--- src/rtl/mtx_pkg.sv ---
package mtx_pkg;

  // Strobes from the control sequencer to the datapath.
  typedef struct packed {
    logic load;    // latch a new frame into the shifter
    logic shift;   // advance to the next cell
    logic bitClk;  // low in the first half of a cell, high in the second
    logic active;  // a frame is on the line
  } mtxStrobe_t;

endpackage

--- src/rtl/mtx_ctrl.sv ---
module mtx_ctrl
  import mtx_pkg::*;
#(
  parameter int BIT_CLKS   = 8,
  parameter int FRAME_BITS = 9
) (
  input  logic       clk,
  input  logic       rst_n,
  input  logic       startReq,
  output mtxStrobe_t strobe,
  output logic       busy,
  output logic       done
);

  localparam int HALF = BIT_CLKS / 2;
  localparam int PW   = (BIT_CLKS > 1) ? $clog2(BIT_CLKS) : 1;
  localparam int CW   = (FRAME_BITS > 1) ? $clog2(FRAME_BITS) : 1;

  logic [PW-1:0] phaseCnt;
  logic [CW-1:0] bitCnt;
  logic          busyQ;
  logic          doneQ;
  logic          accept;
  logic          lastPhase;
  logic          lastBit;

  assign accept    = startReq && !busyQ;
  assign lastPhase = (phaseCnt == PW'(BIT_CLKS - 1));
  assign lastBit   = (bitCnt == CW'(FRAME_BITS - 1));

  always_ff @(posedge clk) begin
    if (!rst_n) begin
      phaseCnt <= '0;
      bitCnt   <= '0;
      busyQ    <= 1'b0;
      doneQ    <= 1'b0;
    end else begin
      doneQ <= 1'b0;
      if (accept) begin
        busyQ    <= 1'b1;
        phaseCnt <= '0;
        bitCnt   <= '0;
      end else if (busyQ) begin
        if (lastPhase) begin
          phaseCnt <= '0;
          if (lastBit) begin
            busyQ <= 1'b0;
            doneQ <= 1'b1;
          end else begin
            bitCnt <= bitCnt + 1'b1;
          end
        end else begin
          phaseCnt <= phaseCnt + 1'b1;
        end
      end
    end
  end

  always_comb begin
    strobe.load   = accept;
    strobe.shift  = busyQ && lastPhase;
    strobe.bitClk = busyQ && (phaseCnt >= PW'(HALF));
    strobe.active = busyQ;
  end

  assign busy = busyQ;
  assign done = doneQ;

endmodule

--- src/rtl/mtx_datapath.sv ---
module mtx_datapath
  import mtx_pkg::*;
#(
  parameter int DATA_W = 8
) (
  input  logic              clk,
  input  logic              rst_n,
  input  mtxStrobe_t        strobe,
  input  logic [DATA_W-1:0] txByte,
  output logic              lineOut
);

  // One extra cell ahead of the payload holds the sync zero.
  logic [DATA_W:0] shiftReg;
  logic            serBit;

  always_ff @(posedge clk) begin
    if (!rst_n) begin
      shiftReg <= '0;
    end else if (strobe.load) begin
      shiftReg <= {1'b0, txByte};
    end else if (strobe.shift) begin
      shiftReg <= {shiftReg[DATA_W-1:0], 1'b0};
    end
  end

  assign serBit  = strobe.active & shiftReg[DATA_W];
  assign lineOut = serBit ^ strobe.bitClk;

endmodule

--- src/rtl/manchester_tx.sv ---
module manchester_tx
  import mtx_pkg::*;
#(
  parameter int BIT_CLKS = 8,
  parameter int DATA_W   = 8
) (
  input  logic              clk,
  input  logic              rst_n,
  input  logic              startReq,
  input  logic [DATA_W-1:0] txByte,
  output logic              busy,
  output logic              done,
  output logic              lineOut
);

  localparam int FRAME_BITS = DATA_W + 1;

  mtxStrobe_t strobe;

  mtx_ctrl #(
    .BIT_CLKS  (BIT_CLKS),
    .FRAME_BITS(FRAME_BITS)
  ) u_ctrl (
    .clk     (clk),
    .rst_n   (rst_n),
    .startReq(startReq),
    .strobe  (strobe),
    .busy    (busy),
    .done    (done)
  );

  mtx_datapath #(
    .DATA_W(DATA_W)
  ) u_dp (
    .clk    (clk),
    .rst_n  (rst_n),
    .strobe (strobe),
    .txByte (txByte),
    .lineOut(lineOut)
  );

endmodule

--- config.mk ---
export PLATFORM = sky130hd
export DESIGN_NAME = manchester_tx
export DESIGN_NICKNAME = d
export VERILOG_FILES = /design/src/rtl/mtx_pkg.sv /design/src/rtl/mtx_ctrl.sv /design/src/rtl/mtx_datapath.sv /design/src/rtl/manchester_tx.sv
export SDC_FILE = /design/constraint.sdc
export NUM_CORES = 1
export LEC_CHECK = 0
export CAP_MARGIN = 25
export CORE_UTILIZATION = 50
export DETAILED_ROUTE_END_ITERATION = 8
export PLACE_DENSITY_LB_ADDON = 0.08
export SYNTH_ARGS = -nofsm -noshare
export SYNTH_HDL_FRONTEND = slang
export SYNTH_HIERARCHICAL = 1
export SYNTH_SLANG_ARGS = --single-unit
--- constraint.sdc ---
create_clock -name clk -period 4.63 [get_ports clk]
set_input_delay 1.1575 -clock clk [delete_from_list [all_inputs] [get_ports clk]]
set_output_delay 1.1575 -clock clk [all_outputs]
set_load 0.02 [all_outputs]
**After elaboration in Yosys (flattened, before gate mapping)**

Index checks and enable logic that the tools add are counted.
W data, S select, Z words.

- Input bits: 11
- Word-level logic and storage cells: 33
- Bits in registers: 18
- Output and inout port bits: 3

- Bitwise operators: 6
- Add/subtract/negate cells: 2
- Multiplexer cells: 8
- Reduce and logical (&&, ||, !) cells: 8
- Eq/ne operators: 2
- Order comparisons: 1

Operator list:

| cell | number |
|---|---|
| $mux W8 | 2 |
| $mux W1 | 5 |
| $add A4 B1 Y4 const B | 1 |
| $eq A4 B4 Y1 const B | 1 |
| $not A1 Y1 | 4 |
| $reduce_or A4 Y1 | 1 |
| $add A3 B1 Y3 const B | 1 |
| $eq A3 B3 Y1 const B | 1 |
| $ge A3 B3 Y1 const B | 1 |
| $logic_and A1 B1 Y1 | 3 |
| $mux W3 | 1 |
| $reduce_and A3 Y1 | 1 |
| $reduce_bool A2 Y1 | 1 |
| $reduce_or A2 Y1 | 1 |
| $and A1 B1 Y1 | 1 |
| $logic_not A1 Y1 | 1 |
| $xor A1 B1 Y1 | 1 |

**Longest topological paths before layout**

- Word-level depth: 5
- Gate-level depth with buffers: 7

**By module**

The synthesis kept the hierarchy.

By module, submodules not included:

| module | times used | seq. area each (µm²) | cells an instance | area each (µm²) |
|---|---|---|---|---|
| mtx_ctrl | 1 | 180.2 | 52 | 471.7 |
| mtx_datapath | 1 | 180.2 | 40 | 442.9 |

**Least setup slack after synthesis**

No wires, ideal clock.

- Path type: register to output
- Start: register u_ctrl.busyQ (netlist: u_ctrl/busy)
- End: output port lineOut
- Cell stages (with the launch flop): 4
- Arrival: 1069 ps
- Slack: 2403 ps
- Cell sequence: dfxtp_1 -> buf_6 -> and2_1 -> xnor2_1

RTL lines:

| item | RTL line | RTL |
|---|---|---|
| start, declared | mtx_ctrl.sv:21 | `logic busyQ;` |
| start signal, assigned | mtx_ctrl.sv:35 | `busyQ <= 1'b0;` |
| start signal, assigned | mtx_ctrl.sv:40 | `busyQ <= 1'b1;` |
| start signal, assigned | mtx_ctrl.sv:47 | `busyQ <= 1'b0;` |
| end, declared | manchester_tx.sv:13 | `output logic lineOut` |

==> reports/metrics.yaml <==
p_per_area_nw_per_um2: 262.9
start_util_pct: 52.97
wire_per_inst_um: 11.54
die_area_sq_um: 2004
power_leakage_nw: 0.4759
maxSlewViolCount: 0
async_flop_share_pct: 0
die_x_um: 44.77
layoutNonFillerInstCount: 127
cts.htree.levels: 1
place_inst: 124
clk_latency_ps: 290
path_max_fanout: 11
netlist_area_sq_um: 914.6
drt_iter0_drc: 19
skew_ps: 3.726
setup_ws_ps: 1677
fin_setup_tns_ps: 0
coreArea_sq_um: 1727
fin_crit_ps: 2953
synth.avg_cell_area_sq_um: 9.942
ys_seq_area_share_pct: 39.40
cts_tree: "done"
finalPower_uw: 276.6
place_area_sq_um: 1030
synthFlopType: "dfxtp_1"
crit_type: "reg2out"
rsz0062_at_grt: "no"
grt_usage_pct: 16.93
setup_viol: 0
first_global_vias: 594
tightest_slew_ps: 508.9
syn_inst: 92
routabilityCongestion: 0.6979
viasPerCell: 5.071
ir_drop_mv: 0.1534
die_height_um: 44.77
antenna_found_initial: 0
pre_cts_ws_ps: 1949
grt_overflow_total: 0
fill_cells: 164
port_buffers: 13
ctsHoldBuffers: 0
design_area_sq_um: 1052
rows: 15
cts_setup_buffers: 0
clkTransAtPathRegs_ps: 100
drc: 0
critPathCaptureType: "output port"
routed_wl_mm: 1.465
nNetsFinal: 119
antenna_cells: 0
synth_cell_type_count: 27
hpwl_mm: 1.039
synth-edff-count: 0
yosysWarnings: 6
slew_headroom_pct: 65.97
cp_cell_sequence: "and2_1 > xnor2_1 > clkdlybuf4s50_1"
startpoint_type: "flop"
drv_cap: 0
slowest_delay_ps: 620
cts_root_buf: "clkbuf_4"
cts_resized: 0
syn2layout_area_growth_pct: 15.05
via_count: 644
hp-class: "reg2reg"
drive_above_1_share_pct: 12.75
cp.required_ps: 3470
final-seq-area_sq_um: 360.3
fin_crit_sh_pct: 63.78
io_pins: 14
status: "completed"
crit_slowest_cell: "clkdlybuf4s50_1"
multiInputGateArea_sq_um: 493.0
cts_buffers: 3
grt_max_degree: 18
firstDrtPassIters: 4
postRouteAntennaNets: 0
cts_sinks: 18
synth-seq-cells: 18
max_freq_mhz: 338.6
finalHoldViolCount: 0
grt_pass1_wl_mm: 2.456
syn_nets: 107
arrival_ps: 1800
cts_buffer_depth: 2
-- cell families (layout without fill, tap and decap cells) --
kind of cell,count (synthesis),count (layout),share of synthesized area [%]
and+or+nand+nor,32,32,19.56
DFF,18,18,39.40
AOI/OAI and AO/OA,14,14,12.72
muxes,13,13,15.19
buffers and inverters,10,20,6.701
adders and majority gates,4,4,5.472
xor gates and xnor gates,1,1,0.9578
-- cells in the mapped netlist, drive strengths merged (2+ instances only) --
library cell  count  area [sq um]
dfxtp            18         360.4
nand3             6         30.03
a21oi             3         18.77
nand2b            9         56.30
inv               4         15.01
and2              2         12.51
mux2i             6         60.06
mux2              7         78.83
ha                4         50.05
o211a             7         70.07
nor2              5         18.77
o21ai             2         10.01
buf               6         46.28
nand2             5         26.27
-- report_power, final --
part / switching (mW) / internal, mW / total (mW)
Sequential: 0.00479 / 0.161 / 0.166
Clock: 0.0479 / 0.0302 / 0.0781
Combinational: 0.0127 / 0.0196 / 0.0323
-- layout make-up --
type,instances,share of cell area [%]
multi-input combinational,64,46.85
sequential,18,34.24
timing repair buffer,13,12.37
tap,25,2.973
clock buffer,3,2.140
inverter,4,1.427
-- metal layers --
metal | global-route usage (%) | part of all wire (%)
met1 | 22.92 | 51
met2 | 25.29 | 45
met3 | 2.400 | 2.6
met4 | 10.91 | 0.82
met5 | 0 | 0
-- metrics by stage --
| stage | util [%] | hold slack, ps |
|---|---|---|
| after global routing | 60.94 | 521.3 |
| after CTS | 60.94 | 485.8 |
| after detailed placement | 59.64 | 469.6 |
| final | 60.94 | 481.2 |
| after global placement | 59.64 | 463.9 |
| after floorplan | - | 448.9 |
-- worst max-delay path: cells and delay by family (launching register included) --
kind,cells,cell delay (ps)
flops,1,570
simple gates,1,200
buf+inv,1,620
xor+xnor,1,110
-- registers in the layout, summed over array words and instances, names as in the netlist --
register,cells
u_ctrl/phaseCnt,3
u_ctrl/busy,1
u_ctrl/bitCnt,4
u_ctrl/done,1
u_dp/shiftReg,9
-- cells in the final DEF, fill, tap and decap left out, drive strengths merged --
cell type and n:
a21boi 1, a21oi 3, and2 2, clkbuf 3
clkdlybuf4s50 13, dfxtp 18, ha 4, inv 4
mux2 7, mux2i 6, nand2 5, nand2b 9
nand3 6, nand3b 1, nor2 5, nor3 1
nor3b 1, o211a 7, o21ai 2, o21ba 1
or3 1, or3b 1, xnor2 1
-- final timing paths --
check             slack (ps)            endpoint  cells after the start               start
setup / recovery        1680             lineOut                      3         u_ctrl/busy
hold / removal           480  u_ctrl/phaseCnt[1]                      2  u_ctrl/phaseCnt[1]
setup reg to reg        2800    u_dp/shiftReg[7]                      6  u_ctrl/phaseCnt[0]
hold reg to reg          480  u_ctrl/phaseCnt[1]                      2  u_ctrl/phaseCnt[1]
Note: power is estimated with default switching activity, not from simulation.
